## src/rtl/bseq_pkg.sv

```systemverilog
package bseq_pkg;
   typedef enum logic [1:0] {
      SQ_HOLD = 2'd0,
      SQ_LOAD = 2'd1,
      SQ_STOP = 2'd2,
      SQ_STEP = 2'd3
   } seq_op_e;
endpackage

```

## src/rtl/bseq_ctrl.sv

```systemverilog
module bseq_ctrl
   import bseq_pkg::*;
(
   input  logic    cen_n,
   input  logic    sel,
   input  logic    adv_ld,
   input  logic    active,
   output seq_op_e op
);
   always_comb begin
      op = SQ_HOLD;
      if (!cen_n) begin
         if (!adv_ld) op = sel ? SQ_LOAD : SQ_STOP;
         else if (active) op = SQ_STEP;
      end
   end
endmodule

```

## src/rtl/bseq_count.sv

```systemverilog
module bseq_count
   import bseq_pkg::*;
#(
   parameter int CNT_W = 2
) (
   input  logic             clk,
   input  logic             rst_n,
   input  seq_op_e          op,
   output logic [CNT_W-1:0] cnt
);
   logic [CNT_W-1:0] cnt_q;

   always_ff @(posedge clk or negedge rst_n) begin
      if (!rst_n) cnt_q <= '0;
      else begin
         case (op)
            SQ_LOAD: cnt_q <= '0;
            SQ_STEP: cnt_q <= cnt_q + CNT_W'(1);
            default: cnt_q <= cnt_q;
         endcase
      end
   end

   assign cnt = cnt_q;
endmodule

```

## src/rtl/bseq_order.sv

```systemverilog
module bseq_order #(
   parameter int CNT_W          = 2,
   parameter bit HAS_INTERLEAVE = 1'b1
) (
   input  logic [CNT_W-1:0] start,
   input  logic [CNT_W-1:0] cnt,
   input  logic             mode,
   output logic [CNT_W-1:0] offs
);
   logic [CNT_W-1:0] lin_offs;
   assign lin_offs = start + cnt;

   generate
      if (HAS_INTERLEAVE) begin : g_both
         assign offs = mode ? (start ^ cnt) : lin_offs;
      end else begin : g_lin
         logic unused_mode;
         assign unused_mode = mode;
         assign offs = lin_offs;
      end
   endgenerate
endmodule

```

## src/rtl/burst_addr_seq.sv

```systemverilog
module burst_addr_seq
   import bseq_pkg::*;
#(
   parameter int ADDR_W         = 20,
   parameter int CNT_W          = 2,
   parameter bit HAS_INTERLEAVE = 1'b1
) (
   input  logic              clk,
   input  logic              rst_n,
   input  logic              cen_n,
   input  logic              sel,
   input  logic              adv_ld,
   input  logic              mode,
   input  logic              wr_req,
   input  logic [ADDR_W-1:0] ext_addr,
   output logic [ADDR_W-1:0] cur_addr,
   output logic              burst_act,
   output logic              burst_wr
);
   localparam int HI_W = ADDR_W - CNT_W;

   generate
      if (CNT_W < 1) begin : g_bad_cnt
         $error("CNT_W must be at least 1");
      end
      if (ADDR_W <= CNT_W) begin : g_bad_addr
         $error("ADDR_W must exceed CNT_W");
      end
   endgenerate

   seq_op_e             op;
   logic [ADDR_W-1:0]   base_q;
   logic                act_q;
   logic                wr_q;
   logic [CNT_W-1:0]    cnt;
   logic [CNT_W-1:0]    offs;

   bseq_ctrl u_ctrl (
      .cen_n (cen_n),
      .sel   (sel),
      .adv_ld(adv_ld),
      .active(act_q),
      .op    (op)
   );

   bseq_count #(.CNT_W(CNT_W)) u_cnt (
      .clk  (clk),
      .rst_n(rst_n),
      .op   (op),
      .cnt  (cnt)
   );

   bseq_order #(.CNT_W(CNT_W), .HAS_INTERLEAVE(HAS_INTERLEAVE)) u_ord (
      .start(base_q[CNT_W-1:0]),
      .cnt  (cnt),
      .mode (mode),
      .offs (offs)
   );

   always_ff @(posedge clk or negedge rst_n) begin
      if (!rst_n) begin
         base_q <= '0;
         act_q  <= 1'b0;
         wr_q   <= 1'b0;
      end else begin
         case (op)
            SQ_LOAD: begin
               base_q <= ext_addr;
               act_q  <= 1'b1;
               wr_q   <= wr_req;
            end
            SQ_STOP: act_q <= 1'b0;
            default: ;
         endcase
      end
   end

   assign cur_addr  = {base_q[ADDR_W-1:CNT_W], offs};
   assign burst_act = act_q;
   assign burst_wr  = wr_q;


   load_start_chk: assert property (@(posedge clk) disable iff (!rst_n)
      (!cen_n && !adv_ld && sel) |=> (burst_act && burst_wr == $past(wr_req)
         && cur_addr[ADDR_W-1:CNT_W] == $past(ext_addr[ADDR_W-1:CNT_W])));

   upper_fixed_chk: assert property (@(posedge clk) disable iff (!rst_n)
      (!cen_n && adv_ld) |=> $stable(cur_addr[ADDR_W-1:CNT_W]));

   type_kept_chk: assert property (@(posedge clk) disable iff (!rst_n)
      (!cen_n && adv_ld) |=> $stable(burst_wr));

   stop_clear_chk: assert property (@(posedge clk) disable iff (!rst_n)
      (!cen_n && !adv_ld && !sel) |=> !burst_act);

   idle_ignore_chk: assert property (@(posedge clk) disable iff (!rst_n)
      (adv_ld && !burst_act) |=> !burst_act);

   freeze_chk: assert property (@(posedge clk) disable iff (!rst_n)
      cen_n |=> ($stable(burst_act) && $stable(burst_wr)
         && $stable(cur_addr[ADDR_W-1:CNT_W])));
endmodule

```

## config.mk

```make
export PLATFORM = sky130hd
export DESIGN_NAME = burst_addr_seq
export DESIGN_NICKNAME = d
export VERILOG_FILES = /design/src/rtl/bseq_pkg.sv /design/src/rtl/bseq_ctrl.sv /design/src/rtl/bseq_count.sv /design/src/rtl/bseq_order.sv /design/src/rtl/burst_addr_seq.sv
export SDC_FILE = /design/constraint.sdc
export NUM_CORES = 1
export LEC_CHECK = 0
export ABC_AREA = 1
export BUFFER_PORTS_ARGS = -buffer_cell sky130_fd_sc_hd__buf_2
export CORE_MARGIN = 2
export CORE_UTILIZATION = 34
export DETAILED_ROUTE_END_ITERATION = 8
export GPL_ROUTABILITY_DRIVEN = 0
export GPL_TIMING_DRIVEN = 0
export PLACE_DENSITY = 0.58
export SYNTH_ARGS = -nofsm -noshare
export SYNTH_HDL_FRONTEND = slang
export SYNTH_SLANG_ARGS = --single-unit
```

## constraint.sdc

```tcl
create_clock -name clk -period 3.6 [get_ports clk]
set_input_delay 0.72 -clock clk [delete_from_list [all_inputs] [get_ports clk]]
set_output_delay 0.72 -clock clk [all_outputs]
set_load 0.03 [all_outputs]
```

==> results of run 1 <==
## worst paths after layout
| kind | start | to | slack (ps) | cells past startpoint |
|---|---|---|---|---|
| worst max-delay path | u_cnt.cnt[0] | cur_addr[1] | 1550 | 5 |
| worst min-delay path | rst_n | base_q[12] | 370 | 1 |
| worst max register to register | burst_act | base_q[5] | 1810 | 7 |
| worst min register to register | burst_wr | burst_wr | 520 | 1 |
| max in group asynchronous | rst_n | base_q[1] | 2870 | 1 |
| min in group clk | burst_wr | burst_wr | 520 | 1 |
## cells in the mapped netlist
master,number,share of area [%]
o21ai_0,2,0.84
nand4_1,1,0.53
dfrtp_1,24,51
nand2_1,19,6.0
buf_6,2,1.9
mux2_2,20,19
nor2_1,4,1.3
nand3_1,1,0.42
ha_1,4,4.2
a21oi_1,1,0.42
inv_1,11,3.5
buf_4,18,11
## layout by cell type, fill, tap and decap left out
cell type  instances
a21oi_1            1
buf_2             48
buf_4             18
buf_6              2
clkbuf_4           3
clkbuf_8           1
dfrtp_1           24
ha_1               4
inv_1             11
mux2_2            20
nand2_1           19
nand3_1            1
nand4_1            1
nor2_1             4
o21ai_0            2
## worst register-to-register path, delay by kind of cell (launching register included)
kind	cells	cell delay, ps
adders and majority gates	1	330
buffers and inverters	2	220
DFF	1	380
muxes	1	340
and+or+nand+nor	3	410
## area by class of cell
cell class | instances | share of cell area (%)
Sequential cell | 24 | 39.47
Multi-Input combinational cell | 52 | 25.49
Timing Repair Buffer | 48 | 15.79
Buffer | 20 | 10.36
Tap cell | 46 | 3.783
Inverter | 11 | 2.714
Clock buffer | 4 | 2.385
## per-stage QoR
stage	worst slack, ps	instance area, sq um
6_report	1545	1521
5_1_grt	1468	1521
4_1_cts	1521	1521
3_5_place_dp	1341	1485
3_3_place_gp	1434	1485
2_1_floorplan	1699	1187
## cell families (layout without fill, tap and decap cells)
| kind of cell | Yosys count | count (layout) |
|---|---|---|
| buf+inv | 31 | 83 |
| simple gates | 25 | 25 |
| flops | 24 | 24 |
| mux | 20 | 20 |
| fa+ha+maj | 4 | 4 |
| compound gates | 3 | 3 |
## routing by layer
layer / GRT usage (%) / routed length, um / up-vias / share of wire, %
met3: 3.214 / 145 / 2 / 6.9
li1: - / - / 424 / -
met4: 4.167 / 18 / 0 / 0.85
met2: 20.08 / 1056 / 25 / 50
met1: 13.47 / 886 / 396 / 42
met5: 0 / 0 / - / 0
## flip-flops by register name, summed over array words and instances (netlist names)
register and flops:
burst_wr 1, base_q 20, burst_act 1, u_cnt.cnt 2
## where the power goes
part | total, W | internal [W] | leakage (nW) | switching [W]
combinational | 0.000620 | 0.000276 | 0.503 | 0.000344
sequential | 0.000423 | 0.000372 | 0.285 | 0.0000513
clock | 0.000140 | 0.0000617 | 0.0210 | 0.0000780
==> qor.yml, run 1 <==
clock_skew_ps: 3.448
start_kind: "flip-flop"
cp.arrival_ps: 1330
whs_ps: 372.8
hold_class: "primary input to asynchronous set/reset pin"
coreArea_sq_mm: 0.003337
insertedDiodeCount: 0
synth_seq_cells: 24
ys_types: 12
dpl.hpwl_um: 1676
outcome: "completed"
post-route-util_pct: 45.59
htree_num_levels: 1
viasPerCell: 4.132
path_class: "flip-flop to primary output"
p_total_w: 0.001182
slowest_delay_ps: 440
synth_top_family_by_area: "multiplexers"
postCtsHoldBufs: 0
grt_setup_unrepaired: "no"
drc: 0
path_buf_inv: 2
cts_sinks: 24
cts_made_buffers: 3
io_buffers: 48
via_count: 847
ant_nets: 0
syn_area_sq_mm: 0.001187
firstDrtPassIters: 3
cp-end-kind: "primary output"
stdcell_count: 205
setup_viol: 0
post_cts_buffers: 0
grt_pass1_wl_um: 3594
die_w_um: 63.10
maxCapViolCount: 0
max_freq_mhz: 486.6
yosys-mux-area-fraction_pct: 18.97
cts_resized: 0
gr-usage-all-layers_pct: 11.53
die_area_sq_mm: 0.003981
grt_pass1_vias: 824
cts-root-buf: "clkbuf_4"
synth_cells: 107
hold_viol: 0
max_slew_margin_pct: 64.38
post-route-period-util_pct: 57.08
fin_crit_ps: 2055
clkLatencyLatePin_ps: 310
synth_fa_ha_area_share_pct: 4.215
drt_iter0_drc: 17
grt_start_max_net_pins: 25
crit_fanout: 5
wl_per_cell_um: 10.27
leakage_nw: 0.8094
nets: 191
setup_tns_ps: 0
powerDensity_mw_per_mm2: 777.1
yosysSeqAreaShare_pct: 50.58
seqCellArea_sq_um: 600.6
multi_input_area_sq_um: 387.9
synth_compound_area_share_pct: 1.264
fillers: 344
vdd_drop_max_uv: 340.9
wirelength_um: 2106
syn_nets: 138
path_clk_slew_ps: 130
cts_tree: "done"
syn_to_final_growth_pct: 28.13
critPathTopFamily: "flip-flops"
die_h_um: 63.10
path_cells: "ha_1 > nand4_1 > nand2_1 > inv_1 > buf_2"
grt_remaining_overflow: 0
cp.required_ps: 2880
num_rows: 21
io_pins: 49
drive_above_1_share_pct: 57.86
avgSynthCellArea_sq_um: 11.10
worst_pin_slew_ps: 534.4
critical-path-slowest-cell: "dfrtp_1"
synthSimpleGateAreaFrac_pct: 8.219
ys_warn_count: 0
start_util_pct: 35.58
dp.cells: 201
synth-xor-area-share_pct: 0
slew_viol_final: 0
clockBufferDepth: 2
antenna_found_initial: 0
Power figures use the tool's default switching activity.
==> inputs of run 2 (changes only) <==
- PLACE_DENSITY: 0.58 -> 0.6
- clock period: 3.6 -> 1.85 ns (I/O delays scaled with it)
==> qor.yml, run 2 (synthesis gave the netlist of run 1 again) <==
hold_class: "primary input to asynchronous set/reset pin"
crit_path_start: "u_cnt.cnt[0]"
timing.critical_path.to: "cur_addr[1]"
crit_fanout: 3
powerDensity_mw_per_mm2: 1499
grt_pass1_wl_um: 3450
leakage_nw: 0.8186
reg2reg_slack_ps: 200
reg2reg_depth: 8
post-route-period-util_pct: 90.83
num_rows: 21
setup_tns_ps: 0
cts_tree: "done"
dpl.hpwl_um: 1569
dp.cells: 201
layout_commonest_cell: "buf_2"
syn_to_final_growth_pct: 29.82
viasPerCell: 4.092
insertedDiodeCount: 0
via_count: 847
postCtsHoldBufs: 0
die_area_sq_mm: 0.003981
htree_num_levels: 1
cp-end-kind: "primary output"
cts-root-buf: "clkbuf_4"
max_slew_margin_pct: 64.53
cts_made_buffers: 3
start_kind: "flip-flop"
fin_crit_ps: 1680
path_clk_slew_ps: 130
coreArea_sq_mm: 0.003337
die_h_um: 63.10
wl_per_cell_um: 9.758
worst_pin_slew_ps: 532.0
io_buffers: 48
slew_viol_final: 0
reg2reg_from: "burst_act"
io_pins: 49
path_cells: "ha_1 > nand4_1 > nand2_1 > inv_1 > buf_2"
post-route-util_pct: 46.19
clock_skew_ps: 5.603
r2r-end: "base_q[5]"
setup_viol: 0
critical-path-slowest-cell: "dfrtp_1"
regMostFlops: "base_q"
path_class: "flip-flop to primary output"
ant_nets: 0
whs_ps: 18.67
antenna_found_initial: 0
firstDrtPassIters: 4
maxCapViolCount: 0
cts_sinks: 24
outcome: "completed"
vdd_drop_max_uv: 943.0
slowest_delay_ps: 420
grt_pass1_vias: 778
max_freq_mhz: 595.1
clockBufferDepth: 2
layout_common_cells: "48 x buf_2, 24 x dfrtp_1, 20 x mux2_2, 20 x buf_4, 19 x nand2_1"
drive_above_1_share_pct: 59.63
drc: 0
wirelength_um: 2020
start_util_pct: 35.58
clkLatencyLatePin_ps: 310
stdcell_count: 207
nets: 193
cp.required_ps: 1480
gr-usage-all-layers_pct: 10.73
largest_register_ffs: 20
hold_viol: 0
die_w_um: 63.10
grt_start_max_net_pins: 25
drt_iter0_drc: 10
grt_setup_unrepaired: "no"
grt_remaining_overflow: 0
cp.arrival_ps: 1310
-- run 2: changes by cell type in the layout (fill, tap and decap cells not counted), sizes merged --
cell | previous run | this run
buf | 68 | 70
-- run 2: worst min path at each step --
| stage | start | end | slack, ps | cells past startpoint |
|---|---|---|---|---|
| final | rst_n | burst_wr | 20 | 1 |
| after global routing | rst_n | base_q[1] | 50 | 1 |
| after CTS | rst_n | base_q[13] | 20 | 1 |
| after detailed placement | rst_n | burst_wr | 380 | 1 |
| after global placement | rst_n | base_q[18] | 380 | 1 |
| after floorplan | rst_n | base_q[0] | 70 | 0 |
-- run 2: area by class of cell --
class / instances / area (sq um)
sequential: 24 / 600.6
fill: 331 / 1795
multi-input combinational: 52 / 392.9
clock buffer: 4 / 36.28
inverter: 11 / 41.29
timing repair buffer: 50 / 255.2
tap: 46 / 57.56
buffer: 20 / 157.7
-- run 2: metrics by stage --
stage               setup slack (ps)  instance area (sq um)  power [W]
detailed placement            -14.74                   1485   0.002056
global route                   35.17                   1541   0.002466
finish                         169.6                   1541   0.002311
floorplan                      88.48                   1187   0.001774
CTS                            53.35                   1521   0.002339
global placement               34.10                   1485   0.002032
-- run 2: worst max-delay path: cells and delay by family, from the launching register on --
family,cells,cell delay [ps]
fa+ha+maj,1,200
buf+inv,2,240
flops,1,420
simple gates,2,140
-- run 2: timing repair --
item / in CTS / in global routing
resized for setup: 0 / 2
buffers inserted: 0 / 2
setup endpoints to repair: 0 / 19
hold endpoints to repair: 0 / 0
-- run 2: per-layer routing --
metal	vias to the layer above	GRT usage [%]	part of all wire, %
met3	0	4.643	8.6
met4	0	0.8333	0
li1	431	-	-
met2	39	15.69	43
met5	-	0	0
met1	377	15.31	48
-- run 2: power by group --
group          internal [W]  switching [W]
combinational      0.000546       0.000670
sequential         0.000723       0.000102
clock              0.000120       0.000149
total               0.00139       0.000921
==> inputs of run 3 (changes only) <==
- ABC_AREA: 1 -> not set
- GPL_ROUTABILITY_DRIVEN: 0 -> not set
==> qor.yml, run 3 <==
outcome: "completed"
synthTopCellsByCount: "24 x dfrtp_1, 21 x mux2_2, 18 x buf_4"
antenna_found_initial: 0
async_reset_ff_share_pct: 100.0
gp_congestion: 0.7216
p_sw_w: 0.001022
cts_made_buffers: 3
grt_pass1_wl_um: 3208
path_clk_slew_ps: 130
io_pins: 49
regMostFlops: "base_q"
cts_tree: "done"
post-route-period-util_pct: 94.34
die_w_um: 62.38
fillers: 329
swShare_pct: 40.25
via_count: 769
max_freq_mhz: 573.0
cp-end-kind: "primary output"
clkLatencyLatePin_ps: 300
syn_area_sq_mm: 0.001159
die_h_um: 62.38
yosysMostFrequentCell: "dfrtp_1"
syn_nets: 119
clockBufferDepth: 2
p_seq_share_pct: 34.8
synth.top_cell.area_share_pct: 51.84
num_rows: 21
start_util_pct: 35.00
wirelength_um: 1927
drt_iter0_drc: 21
grt_start_max_net_pins: 25
combPwrFrac_pct: 54.9
io_buffers: 48
clock_skew_ps: 9.543
die_area_sq_mm: 0.003891
ys_types: 18
p_int_w: 0.001517
path_class: "flip-flop to primary output"
insertedDiodeCount: 0
grt_pass1_vias: 725
max_slew_margin_pct: 65.16
crit_fanout: 4
coreArea_sq_mm: 0.003311
leakage_nw: 0.7484
post-route-util_pct: 45.39
grt_setup_unrepaired: "no"
synth_cells: 88
maxCapViolCount: 0
synth_seq_cells: 24
vdd_drop_max_uv: 699.2
synth_edf_count: 0
hold_class: "primary input to asynchronous set/reset pin"
wl_per_cell_um: 10.36
cts_sinks: 24
start_kind: "flip-flop"
dpl.hpwl_um: 1549
ant_nets: 0
fin_crit_ps: 1745
worst_pin_slew_ps: 522.6
slew_viol_final: 0
synth_top_area_cell: "dfrtp_1"
cts-root-buf: "clkbuf_4"
avgSynthCellArea_sq_um: 13.17
gr-usage-all-layers_pct: 10.39
grt_remaining_overflow: 0
hold_viol: 0
cp.arrival_ps: 1380
p_total_w: 0.002538
htree_num_levels: 1
nets: 172
p_clk_share_pct: 10.4
ys_warn_count: 0
powerDensity_mw_per_mm2: 1689
firstDrtPassIters: 4
ys.flop_type: "dfrtp_1"
syn_to_final_growth_pct: 29.70
cp.required_ps: 1480
drive_above_1_share_pct: 70.00
largest_register_ffs: 20
yosysSeqAreaShare_pct: 51.84
layout_common_cells: "48 x buf_2, 23 x dfrtp_1, 21 x mux2_2, 18 x buf_4, 5 x clkbuf_4"
layout_commonest_cell: "buf_2"
drc: 0
viasPerCell: 4.134
ys_top_cells_by_area: "dfrtp_1 52%, mux2_2 20%, buf_4 12%"
setup_viol: 0
-- run 3: critical path, cell delays in order (launching register included) --
cell,delay [ps]
dfrtp_1,430
ha_1,180
nor2b_1,130
xnor2_1,130
buf_2,210
-- run 3: layout make-up --
cell class	instances	area (sq um)	share of cell area, %
timing repair buffer	48	240.2	15.99
clock buffer	4	36.28	2.415
buffer	20	150.1	9.992
sequential	24	601.8	40.05
tap	46	57.56	3.830
multi-input combinational	41	405.4	26.98
inverter	3	11.26	0.7494
-- run 3: metal layers --
metal | vias to the layer above | wire length (um) | global-route usage (%)
met3 | 2 | 132 | 3.423
met5 | - | 0 | 0
met2 | 25 | 949 | 18.61
met4 | 0 | 23 | 3.333
li1 | 386 | - | -
met1 | 356 | 822 | 11.68
-- run 3: path summary, 6_finish.rpt --
check | startpoint | to | slack [ps] | cells past startpoint
worst max-delay path | u_cnt.cnt[0] | cur_addr[1] | 100 | 4
worst min-delay path | rst_n | base_q[12] | 20 | 1
worst max register to register | burst_act | base_q[2] | 140 | 6
worst min register to register | base_q[9] | base_q[9] | 520 | 1
max in group asynchronous | rst_n | burst_act | 1440 | 1
min in group clk | wr_req | burst_wr | 290 | 2
-- run 3: power groups by stage --
stage / combinational [W] / sequential [W] / clock (W)
floorplan: 0.00107 / 0.000912 / 0
detailed placement: 0.00140 / 0.000900 / 0
finish: 0.00139 / 0.000882 / 0.000264
CTS: 0.00141 / 0.000886 / 0.000284
global placement: 0.00138 / 0.000883 / 0
global route: 0.00148 / 0.000911 / 0.000306
-- run 3: repair_timing --
item / in CTS / in global routing
hold buffers: 0 / 0
setup buffers: 0 / 0
resized for setup: 0 / 3
endpoints found under the setup margin: 0 / 20
-- run 3: cells by family (layout without fill, tap and decap cells) --
| kind of cell | count (synthesis) | after routing | synth area share [%] |
|---|---|---|---|
| and+or+nand+nor | 8 | 8 | 4.211 |
| adders and majority gates | 4 | 4 | 4.320 |
| buffers and inverters | 23 | 75 | 13.50 |
| DFF | 24 | 24 | 51.84 |
| xor gates and xnor gates | 2 | 2 | 1.512 |
| AOI/OAI and AO/OA | 5 | 5 | 3.347 |
| muxes | 22 | 22 | 21.27 |
-- run 3: per-stage QoR --
step           hold WS, ps  std cells  setup TNS, ps  area, sq um  setup WS (ps)
6_report             21.58        186              0         1503          104.8
5_1_grt              49.54        186              0         1503          10.93
4_1_cts              29.71        186              0         1494          48.56
3_5_place_dp         383.9        182          -1488         1458         -87.64
2_1_floorplan        74.41         88              0         1160          98.17
3_3_place_gp         379.2        182          -1057         1458         -59.90
